==> src/rtl/rsqrt_recip_pkg.sv <==
package rsqrt_recip_pkg;

  typedef enum logic {
    OP_RSQRT = 1'b0,
    OP_RECIP = 1'b1
  } opSel_t;

  // Strobes from the sequencer to the datapath
  typedef struct packed {
    logic load;   // capture operand, clear working result
    logic step;   // decide one result bit
    logic last;   // current step decides bit 0
  } ctrlStrobe_t;

endpackage

==> src/rtl/rsqrt_recip_ctrl.sv <==
module rsqrt_recip_ctrl
  import rsqrt_recip_pkg::*;
#(
  parameter int YW = 16,
  localparam int IW = (YW > 1) ? $clog2(YW) : 1
) (
  input  logic          clk,
  input  logic          rstN,
  input  logic          start,
  output logic          busy,
  output logic          done,
  output logic [IW-1:0] bitIdx,
  output ctrlStrobe_t   ctrl
);

  logic          running;
  logic [IW-1:0] bitCnt;

  always_comb begin
    ctrl.load = start && !running;
    ctrl.step = running;
    ctrl.last = running && (bitCnt == '0);
  end

  always_ff @(posedge clk or negedge rstN) begin
    if (!rstN) begin
      running <= 1'b0;
      bitCnt  <= '0;
      done    <= 1'b0;
    end else begin
      done <= ctrl.last;
      if (ctrl.load) begin
        running <= 1'b1;
        bitCnt  <= IW'(YW - 1);
      end else if (running) begin
        if (bitCnt == '0) running <= 1'b0;
        else              bitCnt  <= bitCnt - 1'b1;
      end
    end
  end

  assign busy   = running;
  assign bitIdx = bitCnt;

endmodule

==> src/rtl/rsqrt_recip_datapath.sv <==
module rsqrt_recip_datapath
  import rsqrt_recip_pkg::*;
#(
  parameter int XW = 16,
  parameter int XF = 8,
  parameter int YW = 16,
  parameter int YF = 12,
  localparam int IW = (YW > 1) ? $clog2(YW) : 1,
  localparam int MW = 2 * XW,          // scaled operand, 2*XF fraction bits
  localparam int SW = 2 * YW,          // trial square
  localparam int PW = MW + SW,         // full product width
  localparam int ONE_SH = 2 * XF + 2 * YF
) (
  input  logic          clk,
  input  logic          rstN,
  input  ctrlStrobe_t   ctrl,
  input  logic [IW-1:0] bitIdx,
  input  opSel_t        opSel,
  input  logic [XW-1:0] xIn,
  output logic [YW-1:0] yOut,
  output logic          errOut
);

  localparam logic [PW-1:0] UNITY = PW'(1) << ONE_SH;

  logic [MW-1:0] mReg;
  logic [YW-1:0] workY;
  logic          zeroFlag;

  logic [YW-1:0] trialY;
  logic [SW-1:0] trialSq;
  logic [PW-1:0] prod;
  logic          keepBit;
  logic [YW-1:0] nextY;
  logic [MW-1:0] mLoad;

  // Operand scaling: reciprocal squares X, reciprocal root shifts X to the same scale
  always_comb begin
    if (opSel == OP_RECIP) mLoad = MW'(xIn) * MW'(xIn);
    else                   mLoad = MW'(xIn) << XF;
  end

  // Trial-and-compare for the current bit
  always_comb begin
    trialY  = workY | (YW'(1) << bitIdx);
    trialSq = SW'(trialY) * SW'(trialY);
    prod    = PW'(mReg) * PW'(trialSq);
    keepBit = (prod <= UNITY);
    nextY   = keepBit ? trialY : workY;
  end

  always_ff @(posedge clk or negedge rstN) begin
    if (!rstN) begin
      mReg     <= '0;
      workY    <= '0;
      zeroFlag <= 1'b0;
      yOut     <= '0;
      errOut   <= 1'b0;
    end else begin
      if (ctrl.load) begin
        mReg     <= mLoad;
        workY    <= '0;
        zeroFlag <= (xIn == '0);
      end else if (ctrl.step) begin
        workY <= nextY;
        if (ctrl.last) begin
          yOut   <= nextY;
          errOut <= zeroFlag;
        end
      end
    end
  end

endmodule

==> src/rtl/rsqrt_recip_unit.sv <==
module rsqrt_recip_unit
  import rsqrt_recip_pkg::*;
#(
  parameter int XW = 16,
  parameter int XF = 8,
  parameter int YW = 16,
  parameter int YF = 12
) (
  input  logic          clk,
  input  logic          rstN,
  input  logic          start,
  input  logic          opcode,
  input  logic [XW-1:0] xIn,
  output logic          busy,
  output logic          done,
  output logic [YW-1:0] yOut,
  output logic          errOut
);

  localparam int IW = (YW > 1) ? $clog2(YW) : 1;

  ctrlStrobe_t   ctrl;
  logic [IW-1:0] bitIdx;
  opSel_t        opSel;

  assign opSel = opSel_t'(opcode);

  rsqrt_recip_ctrl #(.YW(YW)) u_ctrl (
    .clk    (clk),
    .rstN   (rstN),
    .start  (start),
    .busy   (busy),
    .done   (done),
    .bitIdx (bitIdx),
    .ctrl   (ctrl)
  );

  rsqrt_recip_datapath #(.XW(XW), .XF(XF), .YW(YW), .YF(YF)) u_dp (
    .clk    (clk),
    .rstN   (rstN),
    .ctrl   (ctrl),
    .bitIdx (bitIdx),
    .opSel  (opSel),
    .xIn    (xIn),
    .yOut   (yOut),
    .errOut (errOut)
  );

endmodule

==> config.mk <==
export PLATFORM = sky130hd
export DESIGN_NAME = rsqrt_recip_unit
export DESIGN_NICKNAME = d
export VERILOG_FILES = /design/src/rtl/rsqrt_recip_pkg.sv /design/src/rtl/rsqrt_recip_ctrl.sv /design/src/rtl/rsqrt_recip_datapath.sv /design/src/rtl/rsqrt_recip_unit.sv
export SDC_FILE = /design/constraint.sdc
export NUM_CORES = 2
export LEC_CHECK = 0
export ABC_AREA = 1
export BUFFER_PORTS_ARGS = -buffer_cell sky130_fd_sc_hd__buf_2
export CAP_MARGIN = 0
export CELL_PAD_IN_SITES_DETAIL_PLACEMENT = 0
export CELL_PAD_IN_SITES_GLOBAL_PLACEMENT = 1
export CORE_MARGIN = 5
export CORE_UTILIZATION = 46
export DETAILED_ROUTE_END_ITERATION = 7
export PLACE_DENSITY_LB_ADDON = 0.15
export RECOVER_POWER = 100
export SYNTH_ARGS = -nofsm -noshare
export SYNTH_HDL_FRONTEND = slang
export SYNTH_HIERARCHICAL = 1
export SYNTH_SLANG_ARGS = --single-unit
==> constraint.sdc <==
create_clock -name clk -period 11.4 [get_ports clk]
set_input_delay 3.42 -clock clk [delete_from_list [all_inputs] [get_ports clk]]
set_output_delay 3.42 -clock clk [all_outputs]
set_load 0.02 [all_outputs]
Word level (Yosys, flattened, before mapping)

Index checks and enable logic that the tools add are counted.

Register bits: 72
Bits of input ports: 20
Output and inout port bits: 19
Logic and storage cells: 35

Add/subtract/negate cells: 1
Multiply operators: 3
Order comparisons: 1
Equal/unequal tests: 1
Shifts and indexed selects: 1
Muxes and demuxes: 10
Bitwise operators: 2
Reductions and logical operators: 8

Operators by type and width:

| operator                                                                            | count |
|---|---|
| 64-bit by 41-bit less-or-equal comparator with 1-bit output (second input constant) | 1 |
| 16-bit by 16-bit multiplier with 32-bit output                                      | 2 |
| 32-bit by 32-bit multiplier with 64-bit output                                      | 1 |
| 16-bit 2-to-1 mux                                                                   | 3 |
| 32-bit 2-to-1 mux                                                                   | 1 |
| 16-bit zero test                                                                    | 1 |
| 16-bit OR                                                                           | 1 |
| 1-bit by 4-bit left shift with 16-bit output (first input constant)                 | 1 |
| 4-bit 2-to-1 mux                                                                    | 3 |
| 4-bit zero test                                                                     | 1 |
| 4-bit by 1-bit subtractor with 4-bit output (second input constant)                 | 1 |
| 1-bit 2-to-1 mux                                                                    | 3 |
| 3-bit AND reduction                                                                 | 1 |
| 1-bit logical AND                                                                   | 2 |
| 2-bit inequality test (second input constant)                                       | 1 |
| 2-bit AND reduction                                                                 | 1 |
| 2-bit nonzero test                                                                  | 1 |
| 1-bit zero test                                                                     | 1 |
| 1-bit inverter                                                                      | 1 |

Logic depth before layout (Yosys ltp)

Depth in word-level cells: 8
Depth in mapped cells: 73
Gate-level depth less buffers: 71

Modules after synthesis

The synthesis kept the hierarchy.

By module, submodules not included:

| module               | instances | cells each | area each (um2) | seq. area each (um2) |
|---|---|---|---|---|
| rsqrt_recip_datapath | 1         | 6647       | 51764.6         | 1626.6 |
| rsqrt_recip_ctrl     | 1         | 40         | 334.1           | 150.1 |

Worst setup path after synthesis

Ideal clock, no wire load.

Path type: register to register
From: reg u_ctrl.bitCnt[3], in the netlist u_ctrl/bitIdx[3]
To: reg u_dp.yOut[9]
Setup time: 0.073 ns
Arrival: 12.384 ns
Data required time: 11.327 ns
Slack: -1.057 ns
Stages on the path, launching flop included: 56
Path buffers: 5
Clock period less this slack: 12.457 ns
Path through: dfrtp_1 -> buf_2 -> inv_2 -> nor2_1 -> or2_2 -> clkbuf_1 -> clkbuf_1 -> nand2_1 -> fa_1 -> fa_1 -> inv_1 -> fa_1 -> inv_1 -> fa_1 -> fa_1 -> fa_1 -> inv_1 -> ha_1 -> [... 20 more ...] -> fa_1 -> inv_1 -> ha_1 -> nand2_1 -> nor2_1 -> inv_1 -> nor2_1 -> and2_1 -> and2_1 -> nand2_1 -> nand3_2 -> nand2_1 -> nor2_1 -> nand4_2 -> nor2_4 -> buf_12 -> nand3_2 -> a21oi_2

Cells in the longest elaborated chain, start to end: 6
Elaborated cells on any way between the ends: 9
Classes of those cells: mul: 2; order compare: 1; shift: 1; mux: 1; bitwise: 1; reduce/logical: 3

Ends and longest elaborated chain:

| element                                                     | RTL line                   | source |
|---|---|---|
| start: declaration                                          | rsqrt_recip_ctrl.sv:17     | `logic [IW-1:0] bitCnt;` |
| start signal: assignment                                    | rsqrt_recip_ctrl.sv:34     | `bitCnt <= IW'(YW - 1);` |
| start signal: assignment                                    | rsqrt_recip_ctrl.sv:37     | `else bitCnt <= bitCnt - 1'b1;` |
| 1-bit by 4-bit left shift with 16-bit output                | rsqrt_recip_datapath.sv:45 | `trialY = workY \| (YW'(1) << bitIdx);` |
| 16-bit OR                                                   | rsqrt_recip_datapath.sv:45 |  |
| 16-bit by 16-bit multiplier with 32-bit output              | rsqrt_recip_datapath.sv:46 | `trialSq = SW'(trialY) * SW'(trialY);` |
| 32-bit by 32-bit multiplier with 64-bit output              | rsqrt_recip_datapath.sv:47 | `prod = PW'(mReg) * PW'(trialSq);` |
| 64-bit by 41-bit less-or-equal comparator with 1-bit output | rsqrt_recip_datapath.sv:48 | `keepBit = (prod <= UNITY);` |
| 16-bit 2-to-1 mux                                           | rsqrt_recip_datapath.sv:49 | `nextY = keepBit ? trialY : workY;` |
| end signal: assignment                                      | rsqrt_recip_datapath.sv:67 | `yOut <= nextY;` |
| end: declaration                                            | rsqrt_recip_datapath.sv:20 | `output logic [YW-1:0] yOut,` |

Parallel ways exist; a longest one is shown, timed or not.
A chain may end at the register's enable or synchronous reset.

Worst setup path after layout

From: reg u_ctrl.bitCnt[0], in the netlist u_ctrl/bitIdx[0]
To: reg u_dp.workY[3]

Cells in the longest elaborated chain, start to end: 8

Ends and longest elaborated chain:

| element                                                     | RTL line                   | source |
|---|---|---|
| 1-bit by 4-bit left shift with 16-bit output (*)            | rsqrt_recip_datapath.sv:45 |  |
| 16-bit OR (*)                                               | rsqrt_recip_datapath.sv:45 |  |
| 16-bit by 16-bit multiplier with 32-bit output              | rsqrt_recip_datapath.sv:46 |  |
| 32-bit by 32-bit multiplier with 64-bit output              | rsqrt_recip_datapath.sv:47 |  |
| 64-bit by 41-bit less-or-equal comparator with 1-bit output | rsqrt_recip_datapath.sv:48 |  |
| 16-bit 2-to-1 mux (*)                                       | rsqrt_recip_datapath.sv:49 |  |
| 16-bit 2-to-1 mux (*)                                       | rsqrt_recip_datapath.sv:64 | `end else if (ctrl.step) begin` |
| 16-bit 2-to-1 mux (*)                                       | rsqrt_recip_datapath.sv:60 | `if (ctrl.load) begin` |
| end signal: assignment                                      | rsqrt_recip_datapath.sv:65 | `workY <= nextY;` |
| end: declaration                                            | rsqrt_recip_datapath.sv:27 | `logic [YW-1:0] workY;` |

Every way passes the cells marked *; elsewhere a longest branch is shown, timed or not. The select of a mux whose other input is x is not followed.

==> metrics.txt <==
Post-Layout Cell Count=8827; most frequent CP cell=fa_1; First DRT Iteration DRCs=2986; RSZ-0062 raised after global routing=yes; Critical-path top delay cell=fa_1; nature of the critical path startpoint=register; status=finished, violations left; final worst path period share=113%; total wire length=177000 um; CP Capture Point=u_dp/workY[3]; Arr. time, crit path=13.16 ns; vias per std cell=approximately 5.0; GRT overflow=0; final hold violations=0; vias=44500; CTS tree=done; Post-synth EDFFs=0; Critical Path Max Stage Delay=approximately 0.60 ns; most common cell after layout, fill and taps aside=inv_1; crit-path max FO=7; Root Buffer=clkbuf_16; DR WL/cell=20.1 um; post-synthesis cell area=52100 um2; Rows=123; Min-Delay Path Class=reg -> reg; first-pass GRT wire length=around 270000 um; async set or reset register ratio after synthesis=100%; Final setup violation count=32; TritonCTS buffer count=9; Top Ports=39; Worst EP required=between 10 and 15 ns; pins over their slew limit=134; Least-Margin Pin Slew=roughly 4.0 ns; GRT Util Overall=29.7%; min cycle time layout=12.84 ns; die area=120000 um2; Synth Instances=6687; failing checks=max-capacitance violations, max-slew violations, negative setup slack; synth warn=6; Max Buffers Root-to-Sink=2; share of layout cells above drive strength 1=20.0%; clk sinks=71; Highest Clock Rate=77.9 MHz; Starting Density=46.3%; dpl hpwl=149000 um; Setup crit end kind=register; Worst R2R Path Depth=59; Layout Nets=9027; number of global-route vias before repair=46600; later-pin clock latency in the skew report=between 0.3 and 0.4 ns; Worst-path clk slew=roughly 0.070 ns; die height=roughly 350 um; Layout fillers=10800; Synth-to-Final Area Change=21.4%; total core area=112000 um2; Max-Slew Margin vs Limit=-168%; antenna-violating nets left=0; Post-Route Skew=0.00921 ns; most frequent cells in the layout=inv_1 (1768), fa_1 (1160), nand2_1 (1098), nor2_1 (767), buf_4 (691); Die Wd=~350 um; worst r2r dst=u_dp/workY[3]; initial antenna violation count=3; R2R setup slack=-1.44 ns; I/O Buffers=38; Max-Cap Viols=3; GPL Wtd Cong=approximately 0.99; Critical path origin=u_ctrl/bitIdx[0]; drt pass-1 iters=6; post-synth cell types=around 60; Yosys reg bits=between 70 and 80; CTS H-Tree Depth=3; Avg Synthesized Cell Area=7.79 um2; Worst Slack Setup Final=-1.44 ns; Worst R2R Start=u_ctrl/bitIdx[0]; Seq/Total Area, Yosys=under 10%; largest net degree at the start of global routing=63; ys flop type=dfrtp_1; drt drc=0; placed cell count=8677; critical path type=reg -> reg
cell type report:
cell class                      instances  area [um2]  area share, %
Multi-Input combinational cell       4528       45100           71.3
Inverter                             1877        7150           11.3
Timing Repair Buffer                  832        7060           11.2
Tap cell                             1500        1880           2.97
Sequential cell                        71        1780           2.81
Clock buffer                            9         225          0.356
Clock inverter                          7        80.1          0.127
Timing Repair inverter                  1        8.76         0.0138
Antenna cell                            2        5.00        0.00791
cell families after synthesis:
family | synth area share (%)
compound gates | 3.18
xor+xnor | 1.24
fa+ha+maj | 57.6
buf+inv | 15.3
simple gates | 19.2
other cells | 0.0144
flops | 3.41
registers in the layout, indices dropped and copies added (netlist names):
name	flops
u_ctrl/busy	1
u_ctrl/bitIdx	4
u_dp/zeroFlag	1
u_ctrl/done	1
u_dp/workY	16
u_dp/mReg	31
u_dp/yOut	16
u_dp/errOut	1
synthesized netlist by cell type, types with 2 or more instances:
master / instances / area (um2)
nand3_2: 18 / 180
buf_2: 27 / 135
a31oi_1: 8 / 50.1
or2_2: 12 / 75.1
xor2_1: 39 / 342
nand3b_2: 2 / 22.5
a21oi_2: 14 / 123
nand3_1: 162 / 811
and2_1: 4 / 25.0
nand4_1: 42 / 263
nand2_4: 4 / 45.0
nor2_2: 22 / 138
a21oi_1: 130 / 651
clkinv_1: 20 / 75.1
o21ai_2: 3 / 26.3
xnor2_1: 31 / 272
nor4_1: 6 / 37.5
buf_4: 5 / 37.5
nor2_4: 3 / 33.8
o21ai_1: 6 / 30.0
a21boi_0: 3 / 22.5
o22ai_1: 7 / 43.8
nand2_1: 1261 / 4730
or2_1: 3 / 18.8
o21a_1: 5 / 37.5
ha_1: 499 / 6240
fa_1: 1188 / 23800
nand3b_1: 7 / 52.6
o21bai_1: 13 / 97.6
nand2_2: 24 / 150
inv_1: 1833 / 6880
inv_2: 24 / 90.1
nor3_2: 8 / 80.1
dfrtp_1: 71 / 1780
o221ai_1: 2 / 17.5
clkbuf_1: 195 / 732
o21ai_0: 83 / 415
conb_1: 2 / 7.51
buf_1: 3 / 11.3
nor2_1: 859 / 3220
nor3_1: 17 / 85.1
o211ai_1: 2 / 15.0
a21o_1: 4 / 30.0
what timing repair did:
| item | in CTS | in global routing |
|---|---|---|
| buffers inserted | 69 | 59 |
| resized for setup | 310 | 291 |
| endpoints found under the setup margin | 32 | 32 |
| hold buffers | 0 | 0 |
| pin swaps | 74 | 113 |
| gates cloned | 6 | 1 |
how the worst min path moves through the flow:
stage | start | endpoint | slack, ns | cells past startpoint
global route | u_dp/errOut | u_dp/errOut | 0.53 | 2
detailed placement | u_dp/errOut | u_dp/errOut | 0.46 | 2
global placement | u_dp/errOut | u_dp/errOut | 0.46 | 2
CTS | u_dp/errOut | u_dp/errOut | 0.48 | 2
finish | u_dp/errOut | u_dp/errOut | 0.48 | 2
floorplan | u_dp/zeroFlag | u_dp/errOut | 0.44 | 2
layer usage:
layer,wire [um],GRT usage [%]
met1,76800,41.9
met2,83100,48.8
met3,10600,3.13
met4,6570,9.15
met5,0,0
worst max-delay path, delay by kind of cell (launching register included):
kind / cells / cell delay [ns]
simple gates: 25 / 2.81
compound gates: 2 / 0.30
fa+ha+maj: 16 / 7.47
flops: 1 / 0.46
buf+inv: 16 / 1.73
metrics by stage:
| stage | util [%] | hold slack [ns] | setup slack (ns) | setup TNS, ns | instance area (um2) |
|---|---|---|---|---|---|
| floorplan | - | 0.442 | -0.314 | -7.73 | 53200 |
| global placement | 52.9 | 0.462 | -2.10 | -62.04 | 59500 |
| detailed placement | 52.9 | 0.461 | -2.17 | -64.64 | 59500 |
| CTS | 55.0 | 0.481 | -1.27 | -39.09 | 61800 |
| global route | 56.2 | 0.533 | -1.86 | -57.70 | 63300 |
| finish | 56.2 | 0.481 | -1.44 | -43.89 | 63300 |
Power is not shown: default switching activity piles up to over one toggle a cycle in this logic, so the estimate is an artifact.
